$ cat src/rtl/sram_ctrl_pkg.sv
`timescale 1ns/1ps
package sram_ctrl_pkg;

    typedef enum logic [2:0] {
        SC_IDLE,
        SC_READ,
        SC_TURN,
        SC_STROBE,
        SC_HOLD
    } sc_state_e;

    function automatic int unsigned cyc_max(int unsigned a, int unsigned b);
        return (a > b) ? a : b;
    endfunction

    // bits needed to hold the values 0 .. n-1
    function automatic int unsigned cnt_width(int unsigned n);
        return (n < 3) ? 1 : $clog2(n);
    endfunction

endpackage

$ cat src/rtl/sram_ctrl_timer.sv
`timescale 1ns/1ps
module sram_ctrl_timer #(
    parameter int unsigned CNT_W = 2
) (
    input  logic             clk,
    input  logic             rst,
    input  logic             load,
    input  logic [CNT_W-1:0] load_val,
    output logic             done
);
    logic [CNT_W-1:0] remain_q;

    always_ff @(posedge clk) begin
        if (rst) begin
            remain_q <= '0;
        end else if (load) begin
            remain_q <= load_val;
        end else if (remain_q != '0) begin
            remain_q <= remain_q - 1'b1;
        end
    end

    assign done = (remain_q == '0);
endmodule

$ cat src/rtl/sram_ctrl_fsm.sv
`timescale 1ns/1ps
module sram_ctrl_fsm
    import sram_ctrl_pkg::*;
#(
    parameter int unsigned CNT_W         = 2,
    parameter int unsigned RD_CYCLES     = 2,
    parameter int unsigned TA_CYCLES     = 1,
    parameter int unsigned WE_LOW_CYCLES = 1,
    parameter int unsigned HOLD_CYCLES   = 1
) (
    input  logic             clk,
    input  logic             rst,
    input  logic             req,
    input  logic             req_write,
    input  logic             tmr_done,
    output logic             tmr_load,
    output logic [CNT_W-1:0] tmr_val,
    output logic             accept,
    output logic             rd_done,
    output logic             wr_done,
    output logic             ce_n,
    output logic             oe_n,
    output logic             we_n,
    output logic             dq_oe
);
    localparam logic [CNT_W-1:0] RD_LD   = CNT_W'(RD_CYCLES - 1);
    localparam logic [CNT_W-1:0] TA_LD   = CNT_W'(TA_CYCLES - 1);
    localparam logic [CNT_W-1:0] WE_LD   = CNT_W'(WE_LOW_CYCLES - 1);
    localparam logic [CNT_W-1:0] HOLD_LD = CNT_W'(HOLD_CYCLES - 1);

    sc_state_e state_q, state_d;

    // state register
    always_ff @(posedge clk) begin
        if (rst) state_q <= SC_IDLE;
        else     state_q <= state_d;
    end

    // next state and phase timer loads
    always_comb begin
        state_d  = state_q;
        tmr_load = 1'b0;
        tmr_val  = '0;
        accept   = 1'b0;
        rd_done  = 1'b0;
        wr_done  = 1'b0;
        unique case (state_q)
            SC_IDLE: begin
                if (req) begin
                    accept   = 1'b1;
                    tmr_load = 1'b1;
                    if (req_write) begin
                        state_d = SC_TURN;
                        tmr_val = TA_LD;
                    end else begin
                        state_d = SC_READ;
                        tmr_val = RD_LD;
                    end
                end
            end
            SC_READ: begin
                if (tmr_done) begin
                    state_d = SC_IDLE;
                    rd_done = 1'b1;
                end
            end
            SC_TURN: begin
                if (tmr_done) begin
                    state_d  = SC_STROBE;
                    tmr_load = 1'b1;
                    tmr_val  = WE_LD;
                end
            end
            SC_STROBE: begin
                if (tmr_done) begin
                    state_d  = SC_HOLD;
                    tmr_load = 1'b1;
                    tmr_val  = HOLD_LD;
                end
            end
            SC_HOLD: begin
                if (tmr_done) begin
                    state_d = SC_IDLE;
                    wr_done = 1'b1;
                end
            end
            default: state_d = SC_IDLE;
        endcase
    end

    // strobes registered from the next state: glitch-free at the pins
    always_ff @(posedge clk) begin
        if (rst) begin
            ce_n  <= 1'b1;
            oe_n  <= 1'b1;
            we_n  <= 1'b1;
            dq_oe <= 1'b0;
        end else begin
            unique case (state_d)
                SC_IDLE:   begin ce_n <= 1'b1; oe_n <= 1'b1; we_n <= 1'b1; dq_oe <= 1'b0; end
                SC_READ:   begin ce_n <= 1'b0; oe_n <= 1'b0; we_n <= 1'b1; dq_oe <= 1'b0; end
                SC_TURN:   begin ce_n <= 1'b0; oe_n <= 1'b1; we_n <= 1'b1; dq_oe <= 1'b0; end
                SC_STROBE: begin ce_n <= 1'b0; oe_n <= 1'b1; we_n <= 1'b0; dq_oe <= 1'b1; end
                SC_HOLD:   begin ce_n <= 1'b0; oe_n <= 1'b1; we_n <= 1'b1; dq_oe <= 1'b1; end
                default:   begin ce_n <= 1'b1; oe_n <= 1'b1; we_n <= 1'b1; dq_oe <= 1'b0; end
            endcase
        end
    end
endmodule

$ cat src/rtl/sram_ctrl_regs.sv
`timescale 1ns/1ps
module sram_ctrl_regs #(
    parameter int unsigned ADDR_W = 18,
    parameter int unsigned DATA_W = 4
) (
    input  logic              clk,
    input  logic              rst,
    input  logic              accept,
    input  logic              rd_done,
    input  logic              wr_done,
    input  logic [ADDR_W-1:0] host_addr,
    input  logic [DATA_W-1:0] host_wdata,
    input  logic [DATA_W-1:0] dq_in,
    output logic [ADDR_W-1:0] mem_addr,
    output logic [DATA_W-1:0] mem_wdata,
    output logic [DATA_W-1:0] rdata,
    output logic              ack
);
    always_ff @(posedge clk) begin
        if (rst) begin
            mem_addr  <= '0;
            mem_wdata <= '0;
        end else if (accept) begin
            mem_addr  <= host_addr;
            mem_wdata <= host_wdata;
        end
    end

    always_ff @(posedge clk) begin
        if (rst) begin
            rdata <= '0;
            ack   <= 1'b0;
        end else begin
            ack <= rd_done | wr_done;
            if (rd_done) rdata <= dq_in;
        end
    end
endmodule

$ cat src/rtl/sram_async_ctrl.sv
`timescale 1ns/1ps
module sram_async_ctrl
    import sram_ctrl_pkg::*;
#(
    parameter int unsigned ADDR_W          = 18,
    parameter int unsigned DATA_W          = 4,
    parameter int unsigned RD_CYCLES       = 2,
    parameter int unsigned TA_CYCLES       = 1,
    parameter int unsigned WE_PULSE_CYCLES = 1,
    parameter int unsigned SETUP_CYCLES    = 1,
    parameter int unsigned HOLD_CYCLES     = 1
) (
    input  logic              clk,
    input  logic              rst,
    input  logic              host_req,
    input  logic              host_write,
    input  logic [ADDR_W-1:0] host_addr,
    input  logic [DATA_W-1:0] host_wdata,
    output logic              host_ack,
    output logic [DATA_W-1:0] host_rdata,
    output logic              sram_ce_n,
    output logic              sram_oe_n,
    output logic              sram_we_n,
    output logic [ADDR_W-1:0] sram_addr,
    output logic [DATA_W-1:0] sram_dq_out,
    output logic              sram_dq_oe,
    input  logic [DATA_W-1:0] sram_dq_in
);
    localparam int unsigned WE_LOW_CYCLES = cyc_max(WE_PULSE_CYCLES, SETUP_CYCLES);
    localparam int unsigned LONGEST = cyc_max(cyc_max(RD_CYCLES, TA_CYCLES),
                                              cyc_max(WE_LOW_CYCLES, HOLD_CYCLES));
    localparam int unsigned CNT_W = cnt_width(LONGEST);

    logic             tmr_load, tmr_done;
    logic [CNT_W-1:0] tmr_val;
    logic             accept, rd_done, wr_done;

    sram_ctrl_timer #(.CNT_W(CNT_W)) u_timer (
        .clk      (clk),
        .rst      (rst),
        .load     (tmr_load),
        .load_val (tmr_val),
        .done     (tmr_done)
    );

    sram_ctrl_fsm #(
        .CNT_W         (CNT_W),
        .RD_CYCLES     (RD_CYCLES),
        .TA_CYCLES     (TA_CYCLES),
        .WE_LOW_CYCLES (WE_LOW_CYCLES),
        .HOLD_CYCLES   (HOLD_CYCLES)
    ) u_fsm (
        .clk       (clk),
        .rst       (rst),
        .req       (host_req),
        .req_write (host_write),
        .tmr_done  (tmr_done),
        .tmr_load  (tmr_load),
        .tmr_val   (tmr_val),
        .accept    (accept),
        .rd_done   (rd_done),
        .wr_done   (wr_done),
        .ce_n      (sram_ce_n),
        .oe_n      (sram_oe_n),
        .we_n      (sram_we_n),
        .dq_oe     (sram_dq_oe)
    );

    sram_ctrl_regs #(.ADDR_W(ADDR_W), .DATA_W(DATA_W)) u_regs (
        .clk        (clk),
        .rst        (rst),
        .accept     (accept),
        .rd_done    (rd_done),
        .wr_done    (wr_done),
        .host_addr  (host_addr),
        .host_wdata (host_wdata),
        .dq_in      (sram_dq_in),
        .mem_addr   (sram_addr),
        .mem_wdata  (sram_dq_out),
        .rdata      (host_rdata),
        .ack        (host_ack)
    );
endmodule

$ cat config.mk
export PLATFORM = sky130hd
export DESIGN_NAME = sram_async_ctrl
export DESIGN_NICKNAME = d
export VERILOG_FILES = /design/src/rtl/sram_ctrl_pkg.sv /design/src/rtl/sram_ctrl_timer.sv /design/src/rtl/sram_ctrl_fsm.sv /design/src/rtl/sram_ctrl_regs.sv /design/src/rtl/sram_async_ctrl.sv
export SDC_FILE = /design/constraint.sdc
export NUM_CORES = 1
export LEC_CHECK = 0
export BUFFER_PORTS_ARGS = -buffer_cell sky130_fd_sc_hd__buf_2
export CAP_MARGIN = 15
export CORE_AREA = 4 4 59 61
export CTS_BUF_LIST = sky130_fd_sc_hd__clkbuf_4 sky130_fd_sc_hd__clkbuf_8
export DETAILED_ROUTE_END_ITERATION = 10
export DIE_AREA = 0 0 63 65
export HOLD_SLACK_MARGIN = 0.15
export PLACE_DENSITY = 0.74
export SLEW_MARGIN = 30
export SYNTH_ARGS = -nofsm -noshare
export SYNTH_HDL_FRONTEND = slang
export SYNTH_SLANG_ARGS = --single-unit
$ cat constraint.sdc
create_clock -name clk -period 1.85 [get_ports clk]
set_clock_uncertainty 0.1 [all_clocks]
set_input_delay 0.555 -clock clk [delete_from_list [all_inputs] [get_ports clk]]
set_output_delay 0.555 -clock clk [all_outputs]
set_load 0.02 [all_outputs]
After elaboration in Yosys (flattened, before gate mapping):

Index checks and enable logic that the tools add are counted.

* add/sub/neg operators: 1
* multiply operators: 0
* divide/modulo/power cells: 0
* $lt $le $gt $ge: 0
* eq/ne operators: 8
* shift operators: 0
* multiplexer cells: 21
* bitwise gates (word level): 1
* reduce and logical (&&, ||, !) cells: 5

Operators with widths (number)
* two-way mux 1 bit: 14
* equality test 3 x 2 -> 1 bit (second input constant): 4
* two-way mux 3 bit: 4
* one-hot mux 3 bit (4 select lines): 1
* equality test 3 x 1 -> 1 bit (second input constant): 2
* equality test 3 bit (second input constant): 2
* OR reduction 2 bit: 3
* OR reduction 4 bit: 1
* logical NOT 3 bit: 1
* two-way mux 2 bit: 1
* one-hot mux 1 bit (2 select lines): 1
* bitwise OR 1 bit: 1
* subtractor 1 bit (second input constant): 1

* flip-flop bits (word level): 35
* bits in latches: 0
* RAM bits: 0
* memory bits (read-only): 0
* input port bits: 30
* output and inout port bits: 31
* word-level logic and storage cells: 46
* memories kept: 0

Logic depth before layout (Yosys ltp):

Gate-level depths: netlist of run 1.

* word-level depth: 6
* gate-level depth with buffers: 5
* mapped depth without buffers: 3

Modules after synthesis:

From an unflattened synthesis of run 1, not the netlist that was laid out.

* cells, all modules: 126
* area, all modules: 1347.5 um^2

By module, submodules not included
* sram_ctrl_regs: times used 1, cells an instance 88, area an instance 977.2 um^2, seq. area each 540.5 um^2
* sram_ctrl_fsm: times used 1, cells an instance 35, area an instance 337.8 um^2, seq. area each 140.1 um^2
* sram_ctrl_timer: times used 1, cells an instance 3, area an instance 32.5 um^2, seq. area each 20.0 um^2

Worst setup path before layout of run 1:

OpenSTA, ideal clock, no wires.

* path type: input to register
* start: input host_req
* end: register u_regs.mem_addr[4]
* library setup time: 132 ps
* arrival: 1384 ps
* data required time: 1618 ps
* setup slack: 234 ps
* stages on the path: 5
* path buffers: 2
* path through: or4b_1 > clkbuf_1 > buf_2 > nand2_1 > a21oi_1

* longest elaborated chain between the ends: 2

RTL lines
* start: declaration: RTL line sram_async_ctrl.sv:15 `input logic host_req,`
* two-way mux 1 bit: RTL line sram_ctrl_fsm.sv:49 `if (req) begin`
* two-way mux 1 bit: RTL line sram_ctrl_fsm.sv:47 `unique case (state_q)`
* end signal: assignment: RTL line sram_ctrl_regs.sv:24 `mem_addr <= host_addr;`
* end: declaration: RTL line sram_ctrl_regs.sv:14 `output logic [ADDR_W-1:0] mem_addr,`

Every way passes these cells.
A chain may end at the register's enable or synchronous reset.

Worst setup path after layout of run 1:

* start: register u_fsm.state_q[0]
* end: register u_fsm.oe_n

* longest elaborated chain between the ends: 5
* elaborated cells between the ends (all ways): 13
* those cells by class: eq/ne: 5; mux: 6; reduce/logical: 2

RTL lines
* start: declaration: RTL line sram_ctrl_fsm.sv:31 `sc_state_e state_q, state_d;`
* start signal: assignment: RTL line sram_ctrl_fsm.sv:36 `else state_q <= state_d;`
* equality test 3 x 1 -> 1 bit or equality test 3 bit (tied branches): RTL line sram_ctrl_fsm.sv:47
* OR reduction 2 bit (no line)
* one-hot mux 3 bit (4 select lines) *: RTL line sram_ctrl_fsm.sv:47
* equality test 3 x 1 -> 1 bit *: RTL line sram_ctrl_fsm.sv:99 `unique case (state_d)`
* two-way mux 1 bit *: RTL line sram_ctrl_fsm.sv:99
* end signal: assignment: RTL line sram_ctrl_fsm.sv:100 `SC_IDLE: begin ce_n <= 1'b1; oe_n <= 1'b1; we_n <= 1'b1; dq_oe <= 1'b0; end`
* end signal: assignment: RTL line sram_ctrl_fsm.sv:101 `SC_READ: begin ce_n <= 1'b0; oe_n <= 1'b0; we_n <= 1'b1; dq_oe <= 1'b0; end`
* end signal: assignment: RTL line sram_ctrl_fsm.sv:102 `SC_TURN: begin ce_n <= 1'b0; oe_n <= 1'b1; we_n <= 1'b1; dq_oe <= 1'b0; end`
* end: declaration: RTL line sram_ctrl_fsm.sv:22 `output logic oe_n,`

Every way passes the cells marked *; elsewhere a longest branch is shown, timed or not.

==> flow_metrics.py, run 1 <==
metrics = {
    "worst_setup_path": {
        "worstPathRequired_ps": 1950,
        "critPathMaxFanout": 11,
        "slowest_delay_ps": 440,
        "path_common_cell": "or3_1",
        "reg2reg_depth": 3,
        "arrival_ps": 1670,
        "r2r_slack_ps": 280,
        "crit_type": "reg -> reg",
        "worst_setup_path_start_kind": "flop",
        "crit_slowest_cell": "dfxtp_1",
        "crit_buf_inv": 0,
        "cp-end-kind": "flop",
        "cp_top_family": "simple AND/OR/NAND/NOR gates",
        "r2r-start": "u_fsm.state_q[0]",
        "path_cells": "nor2b_1, or3_1, or3_1",
        "rr_endpoint": "u_fsm.oe_n",
    },
    "floorplanning": {
        "num_rows": 20,
        "floorplan.initialDensity_pct": 43.40,
        "core-area_um2": 2978,
        "die_height_um": 65,
        "die_w_um": 63,
        "num_io_pins": 61,
        "die-area_um2": 4095,
    },
    "sta": {
        "fin_crit_sh_pct": 84.71,
        "rsz0062_at_grt": "false",
        "finalCriticalPeriod_ps": 1567,
        "hold_ws_ps": 335.7,
        "finalWorstSetupSlack_ps": 282.9,
        "final_max_slew_viol_count": 0,
        "tightestPinTransition_ps": 400.3,
        "tns_ps": 0,
        "timing.fmax_ghz": 0.6381,
        "slew_headroom_pct": 73.20,
        "finalHoldViolations": 0,
        "setup_violations": 0,
    },
    "grt": {
        "grt_pass1_vias": 1005,
        "grt_max_degree": 33,
        "overflow": 0,
        "grt_pass1_wl_um": 4526,
        "track_usage_pct": 13.84,
        "antenna_found_initial": 0,
    },
    "min_path": {
        "holdPathEnd": "u_timer.remain_q",
        "worstHoldPathType": "in -> reg",
        "worstHoldPathCells": 2,
        "min_from": "host_write",
    },
    "routing": {
        "drtIter0Drc": 39,
        "final_antenna_net_count": 0,
        "dr.pass1.iters": 4,
        "vias": 1175,
        "via_per_inst": 4.776,
        "wire_per_inst_um": 11.30,
        "drc": 0,
        "drt_wl_total_um": 2780,
    },
    "placement": {
        "dp_hpwl_um": 2023,
        "dpl_cell_area_um2": 1655,
        "place_congestion": 0.7061,
        "io_buffers": 60,
        "preCtsSetupSlack_ps": 141.9,
        "place_inst": 238,
    },
    "synth": {
        "syn_area_um2": 1292,
        "syn_nets": 179,
        "synth-seq-cells": 35,
        "syn_area_per_cell_um2": 8.674,
        "synth_warnings": 0,
        "synthDistinctLibCells": 25,
        "netlist_instances": 149,
        "yosysSeqAreaShare_pct": 54.21,
    },
    "cells_and_area": {
        "drive_gt1_share_pct": 36.62,
        "antenna_cells": 0,
        "final_util_pct": 59.12,
        "stdcell_area_um2": 1760,
        "area_growth_pct": 36.21,
        "nNetsFinal": 242,
        "nFillCells": 289,
        "stdcell_count": 246,
    },
    "cts": {
        "cts_resized": 0,
        "clkLatencyLatePin_ps": 310,
        "cts-root-buf": "clkbuf_4",
        "cts_inserted_buffers": 5,
        "post_cts.repair.setup_buffers": 0,
        "cts_hold_buffers": 0,
        "clk_pin_slew_ps": 100,
        "htree_levels": 2,
        "clockBufferDepth": 2,
        "cts.sinks": 35,
        "tritoncts": "done",
    },
    "status": {
        "status": "finished, final reports clean",
    },
    "power": {
        "power_density_nw_per_um2": 1049,
        "peakVddDrop_mv": 0.5619,
        "power_mw": 1.847,
        "leakage_nw": 0.8150,
    },
    "run": {
        "maxCapViolCount": 0,
    },
}
## cell type report
type	instances	area, um^2	area share, %
flip-flops and latches	35	700.7	39.80
multi-input cells	102	544.3	30.92
repair buffers	67	365.4	20.75
clock inverters	2	60.06	3.412
clock buffers	6	45.04	2.559
well taps	33	41.29	2.345
inverters	1	3.754	0.2132
## registers in the layout (all words and copies together), names as in the netlist
register / flops
u_fsm.oe_n: 1
u_fsm.we_n: 1
u_fsm.state_q: 3
u_regs.mem_wdata: 4
u_fsm.dq_oe: 1
u_fsm.ce_n: 1
u_regs.rdata: 4
u_timer.remain_q: 1
u_regs.mem_addr: 18
u_regs.ack: 1
## where the power goes
group          switching, mW  internal, mW
clock network          0.232         0.437
registers             0.0351         0.811
logic                  0.194         0.138
## cells in the mapped netlist
cell type,n,area share (%)
buf_2,6,2.3
mux2i_1,4,3.1
or4b_1,1,0.77
o221ai_1,1,0.68
nor4_1,1,0.48
nor4b_2,1,1.2
dfxtp_1,35,54
nand4bb_1,1,0.87
nand2_1,45,13
xnor2_1,1,0.68
a31oi_1,1,0.48
or3_1,2,0.97
nor3_2,1,0.77
inv_1,1,0.29
nand3_1,1,0.39
clkbuf_1,4,1.2
nand3b_1,2,1.2
nor2_1,6,1.7
o21ai_0,1,0.39
a21oi_1,26,10
nor2b_1,2,0.97
nor4b_4,1,1.8
nand2b_1,3,1.5
buf_4,1,0.58
nor3_1,1,0.39
## worst register-to-register path: stages (launching register included)
cell,delay [ps]
dfxtp_1,440
nor2b_1,210
or3_1,360
or3_1,350
## kinds of logic (layout without fill, tap and decap cells)
logic type	count (synthesis)	count (layout)	synth area share [%]
compound gates	29	29	11.62
simple gates	68	68	26.04
buf+inv	12	76	4.356
xor+xnor	1	1	0.6778
flops	35	35	54.21
mux	4	4	3.098
## cells in the final DEF, fill, tap and decap left out
master	instances
buf_12	1
nor4_1	1
dfxtp_1	35
nand2_1	45
buf_2	60
a31oi_1	1
or3_1	2
nand4bb_1	1
nand2b_1	3
mux2i_1	4
nand3_1	1
nor2b_1	2
buf_4	6
bufinv_16	2
a21oi_1	26
nor3_2	1
nor4b_4	2
xnor2_1	1
clkbuf_4	6
nor2_1	6
nor3_1	1
or4b_1	1
o221ai_1	1
o21ai_0	1
inv_1	1
nand3b_1	2
## how the worst max path moves through the flow
stage	from	endpoint	slack, ps	depth (start not counted)
2_1_floorplan	host_req	u_regs.mem_addr[4]	230	5
3_3_place_gp	host_req	u_regs.mem_addr[13]	160	5
3_5_place_dp	host_req	u_regs.mem_addr[12]	140	5
4_1_cts	u_fsm.state_q[0]	u_fsm.oe_n	280	3
5_1_grt	u_fsm.state_q[0]	u_regs.rdata[0]	210	3
6_report	u_fsm.state_q[0]	u_fsm.oe_n	280	3
## metal layers
metal  vias to the layer above  GRT usage [%]  wire length, um
li1                        616              -                -
met1                       517          18.56             1254
met2                        40          20.55             1276
met3                         2          5.199              231
met4                         0          4.132               18
met5                         -              0                0
(Power assumes the default switching activity.)
==> run 2: changes to the inputs <==
- clock period: 1.85 -> 1.6 ns (I/O delays scaled with it)
==> flow_metrics.py, run 2 (synthesis gave the netlist of run 1 again) <==
metrics = {
    "cts": {
        "cts_hold_buffers": 0,
        "clockBufferDepth": 2,
        "cts.sinks": 35,
        "clk_pin_slew_ps": 110,
        "htree_levels": 2,
        "clkLatencyLatePin_ps": 330,
        "tritoncts": "done",
        "cts_resized": 0,
        "cts-root-buf": "clkbuf_4",
        "post_cts.repair.setup_buffers": 0,
        "cts_inserted_buffers": 5,
    },
    "power": {
        "seq_power_share_pct": 52.9,
        "leakage_nw": 0.8015,
        "clockPowerShare_pct": 25.3,
        "power_frac_comb_pct": 21.8,
        "p_switching_uw": 564.1,
        "power_mw": 1.839,
        "switching_share_pct": 30.68,
        "p_int_mw": 1.275,
        "power_density_nw_per_um2": 1060,
        "peakVddDrop_mv": 0.5800,
    },
    "routing": {
        "wire_per_inst_um": 11.53,
        "drtIter0Drc": 15,
        "via_per_inst": 4.735,
        "vias": 1179,
        "drt_wl_total_um": 2871,
        "drc": 0,
        "final_antenna_net_count": 0,
        "dr.pass1.iters": 4,
    },
    "worst_setup_path": {
        "r2r-start": "u_fsm.state_q[1]",
        "worstPathRequired_ps": 1720,
        "worst_setup_path_start_kind": "flop",
        "path_cells": "or4b_1, buf_4, nand2_1, a21oi_1",
        "slowest_delay_ps": 500,
        "crit_type": "reg -> reg",
        "crit_slowest_cell": "or4b_1",
        "cp-end-kind": "flop",
        "critPathMaxFanout": 23,
        "arrival_ps": 1590,
        "cp_top_family": "simple AND/OR/NAND/NOR gates",
        "crit_buf_inv": 1,
        "worstSetupStartpoint": "u_fsm.state_q[1]",
    },
    "sta": {
        "final_max_slew_viol_count": 0,
        "finalWorstSetupSlack_ps": 121.0,
        "fin_crit_sh_pct": 92.43,
        "setup_violations": 0,
        "hold_ws_ps": 238.1,
        "tns_ps": 0,
        "timing.fmax_ghz": 0.6762,
        "tightestPinTransition_ps": 446.1,
        "slew_headroom_pct": 70.13,
        "rsz0062_at_grt": "false",
        "finalCriticalPeriod_ps": 1479,
        "finalHoldViolations": 0,
    },
    "floorplanning": {
        "die_height_um": 65,
        "floorplan.initialDensity_pct": 43.40,
        "num_io_pins": 61,
        "die-area_um2": 4095,
        "num_rows": 20,
        "die_w_um": 63,
        "core-area_um2": 2978,
    },
    "grt": {
        "antenna_found_initial": 0,
        "overflow": 0,
        "track_usage_pct": 14.91,
        "grt_max_degree": 33,
        "grt_pass1_vias": 1063,
        "grt_pass1_wl_um": 4692,
    },
    "cells_and_area": {
        "layout_commonest_cell": "buf_2",
        "stdcell_area_um2": 1735,
        "nNetsFinal": 245,
        "area_growth_pct": 34.27,
        "regMostFlops": "u_regs.mem_addr",
        "largest_reg_flops": 18,
        "largest_registers": "u_regs.mem_addr (18), u_regs.mem_wdata (4), u_regs.rdata (4)",
        "antenna_cells": 0,
        "layout_common_cells": "buf_2 (60), nand2_1 (45), dfxtp_1 (35), a21oi_1 (26), buf_4 (9)",
        "drive_gt1_share_pct": 37.50,
        "stdcell_count": 249,
        "final_util_pct": 58.28,
    },
    "placement": {
        "place_congestion": 0.7654,
        "dp_hpwl_um": 2082,
        "preCtsSetupSlack_ps": -24.85,
        "place_inst": 241,
        "dpl_cell_area_um2": 1678,
        "io_buffers": 60,
    },
    "run": {
        "maxCapViolCount": 0,
    },
    "status": {
        "status": "finished, final reports clean",
    },
    "min_path": {
        "worstHoldPathType": "in -> reg",
        "min_from": "host_write",
    },
}
run 2: cell count changes in the layout (fill, tap and decap cells not counted), sizes merged:
cell / before / now
buf: 67 / 70
bufinv: 2 / 0
clkbuf: 6 / 5
clkinv: 0 / 1
clkinvlp: 0 / 2
run 2: power by group through the flow:
stage | logic, mW | clock network, mW | registers, mW
6_report | 0.401 | 0.465 | 0.972
2_1_floorplan | 0.176 | 0 | 1.06
4_1_cts | 0.407 | 0.481 | 0.973
5_1_grt | 0.446 | 0.516 | 0.983
3_5_place_dp | 0.407 | 0 | 0.992
3_3_place_gp | 0.400 | 0 | 0.992
run 2: metal layers:
layer	wire, um	GRT usage [%]	vias up
met2	1333	22.92	39
met4	43	8.264	0
li1	-	-	623
met3	245	5.546	5
met1	1249	17.94	512
met5	0	0	-
run 2: area by class of cell:
cell class | instances | area, um^2
Fill cell | 289 | 1242
Clock buffer | 5 | 37.54
Tap cell | 33 | 41.29
Sequential cell | 35 | 700.7
Inverter | 1 | 3.754
Clock inverter | 3 | 20.02
Timing Repair Buffer | 70 | 387.9
Multi-Input combinational cell | 102 | 544.3
run 2: path summary, 6_finish.rpt:
check / cells past startpoint / endpoint / slack, ps
max: 4 / u_regs.mem_addr[3] / 120
min: 2 / u_timer.remain_q / 240
max reg2reg: 4 / u_regs.mem_addr[3] / 120
min reg2reg: 2 / u_regs.mem_wdata[0] / 360
==> run 3: changes to the inputs <==
- PLACE_DENSITY: 0.74 -> 0.76
==> flow_metrics.py, run 3 (synthesis gave the netlist of run 1 again) <==
metrics = {
    "status": {
        "status": "finished, final reports clean",
    },
    "worst_setup_path": {
        "worst_setup_path_start_kind": "flop",
        "crit_type": "reg -> reg",
        "worstPathRequired_ps": 1710,
        "critPathMaxFanout": 13,
        "r2r_slack_ps": 130,
        "cp-end-kind": "flop",
        "arrival_ps": 1580,
    },
    "sta": {
        "finalCriticalPeriod_ps": 1470,
        "finalHoldViolations": 0,
        "setup_violations": 0,
        "slew_headroom_pct": 73.77,
        "final_max_slew_viol_count": 0,
        "timing.fmax_ghz": 0.6805,
        "fin_crit_sh_pct": 91.84,
        "rsz0062_at_grt": "false",
        "tightestPinTransition_ps": 391.7,
    },
    "cts": {
        "post_cts.repair.setup_buffers": 0,
        "cts_inserted_buffers": 5,
        "cts-root-buf": "clkbuf_4",
        "tritoncts": "done",
        "cts.sinks": 35,
        "clockBufferDepth": 2,
        "htree_levels": 2,
        "clk_pin_slew_ps": 100,
        "cts_hold_buffers": 0,
        "cts_resized": 0,
        "clkLatencyLatePin_ps": 330,
    },
    "floorplanning": {
        "num_rows": 20,
        "num_io_pins": 61,
        "die_height_um": 65,
        "core-area_um2": 2978,
        "die-area_um2": 4095,
        "die_w_um": 63,
        "floorplan.initialDensity_pct": 43.40,
    },
    "grt": {
        "antenna_found_initial": 0,
        "grt_pass1_wl_um": 5112,
        "track_usage_pct": 16.25,
        "grt_max_degree": 33,
        "overflow": 0,
        "grt_pass1_vias": 1139,
    },
    "placement": {
        "place_inst": 242,
        "io_buffers": 60,
        "dp_hpwl_um": 2290,
        "place_congestion": 0.8114,
    },
    "routing": {
        "vias": 1212,
        "drtIter0Drc": 77,
        "final_antenna_net_count": 0,
        "dr.pass1.iters": 4,
        "drt_wl_total_um": 3075,
        "drc": 0,
        "via_per_inst": 4.848,
        "wire_per_inst_um": 12.30,
    },
    "cells_and_area": {
        "regMostFlops": "u_regs.mem_addr",
        "layout_commonest_cell": "buf_2",
        "stdcell_count": 250,
        "antenna_cells": 0,
        "drive_gt1_share_pct": 38.25,
        "nNetsFinal": 246,
        "largest_registers": "u_regs.mem_addr (18), u_regs.mem_wdata (4), u_regs.rdata (4)",
        "area_growth_pct": 36.11,
        "layout_common_cells": "buf_2 (60), nand2_1 (45), dfxtp_1 (34), a21oi_1 (26), buf_4 (10)",
        "largest_reg_flops": 18,
        "final_util_pct": 59.08,
    },
    "run": {
        "maxCapViolCount": 0,
    },
    "power": {
        "power_density_nw_per_um2": 1099,
        "peakVddDrop_mv": 0.6484,
        "leakage_nw": 0.8214,
    },
    "min_path": {
        "worstHoldPathType": "in -> reg",
    },
}
run 3: report_power, final:
part | internal [mW] | total, mW | switching [mW]
Clock | 0.275 | 0.550 | 0.274
Sequential | 0.938 | 0.975 | 0.0372
Combinational | 0.172 | 0.407 | 0.235
Total | 1.39 | 1.93 | 0.547
run 3: area by class of cell:
cell class,count,area (um^2)
fillers,287,1219
flip-flops and latches,35,701.9
multi-input cells,102,544.3
repair buffers,71,395.4
clock buffers,8,72.57
well taps,33,41.29
inverters,1,3.754
run 3: path summary, 6_finish.rpt:
| check | from | endpoint | depth (start not counted) |
|---|---|---|---|
| hold / removal | host_write | u_timer.remain_q | 2 |
| hold reg to reg | u_regs.mem_addr[17] | u_regs.mem_addr[17] | 2 |
| setup / recovery | u_fsm.state_q[1] | u_regs.mem_addr[0] | 4 |
| setup reg to reg | u_fsm.state_q[1] | u_regs.mem_addr[0] | 4 |
run 3: worst max-delay path, stage by stage (launching register included):
cell and delay [ps]:
dfxtp_1 360, or4b_1 550, buf_4 200, nand2_1 70, a21oi_1 60
run 3: layer usage:
| layer | global-route usage, % | wire [um] | share of wire [%] | vias to the layer above |
|---|---|---|---|---|
| met4 | 6.612 | 42 | 1.4 | 0 |
| met5 | 0 | 0 | 0 | - |
| met1 | 18.49 | 1301 | 42 | 527 |
| met3 | 7.799 | 339 | 11 | 6 |
| met2 | 26.09 | 1392 | 45 | 54 |
| li1 | - | - | - | 625 |
run 3: metrics by stage:
stage | setup TNS [ps] | hold slack (ps) | worst slack (ps) | cell area [um^2] | power [mW]
global route | 0 | 221.6 | 36.07 | 1759 | 2.054
global placement | 0 | 340.2 | 4.906 | 1685 | 1.396
CTS | 0 | 232.8 | 19.47 | 1758 | 1.958
detailed placement | -29.47 | 346.3 | -11.71 | 1685 | 1.407
floorplan | 0 | 433.3 | 59.02 | 1292 | 1.239
finish | 0 | 236.1 | 130.5 | 1759 | 1.933
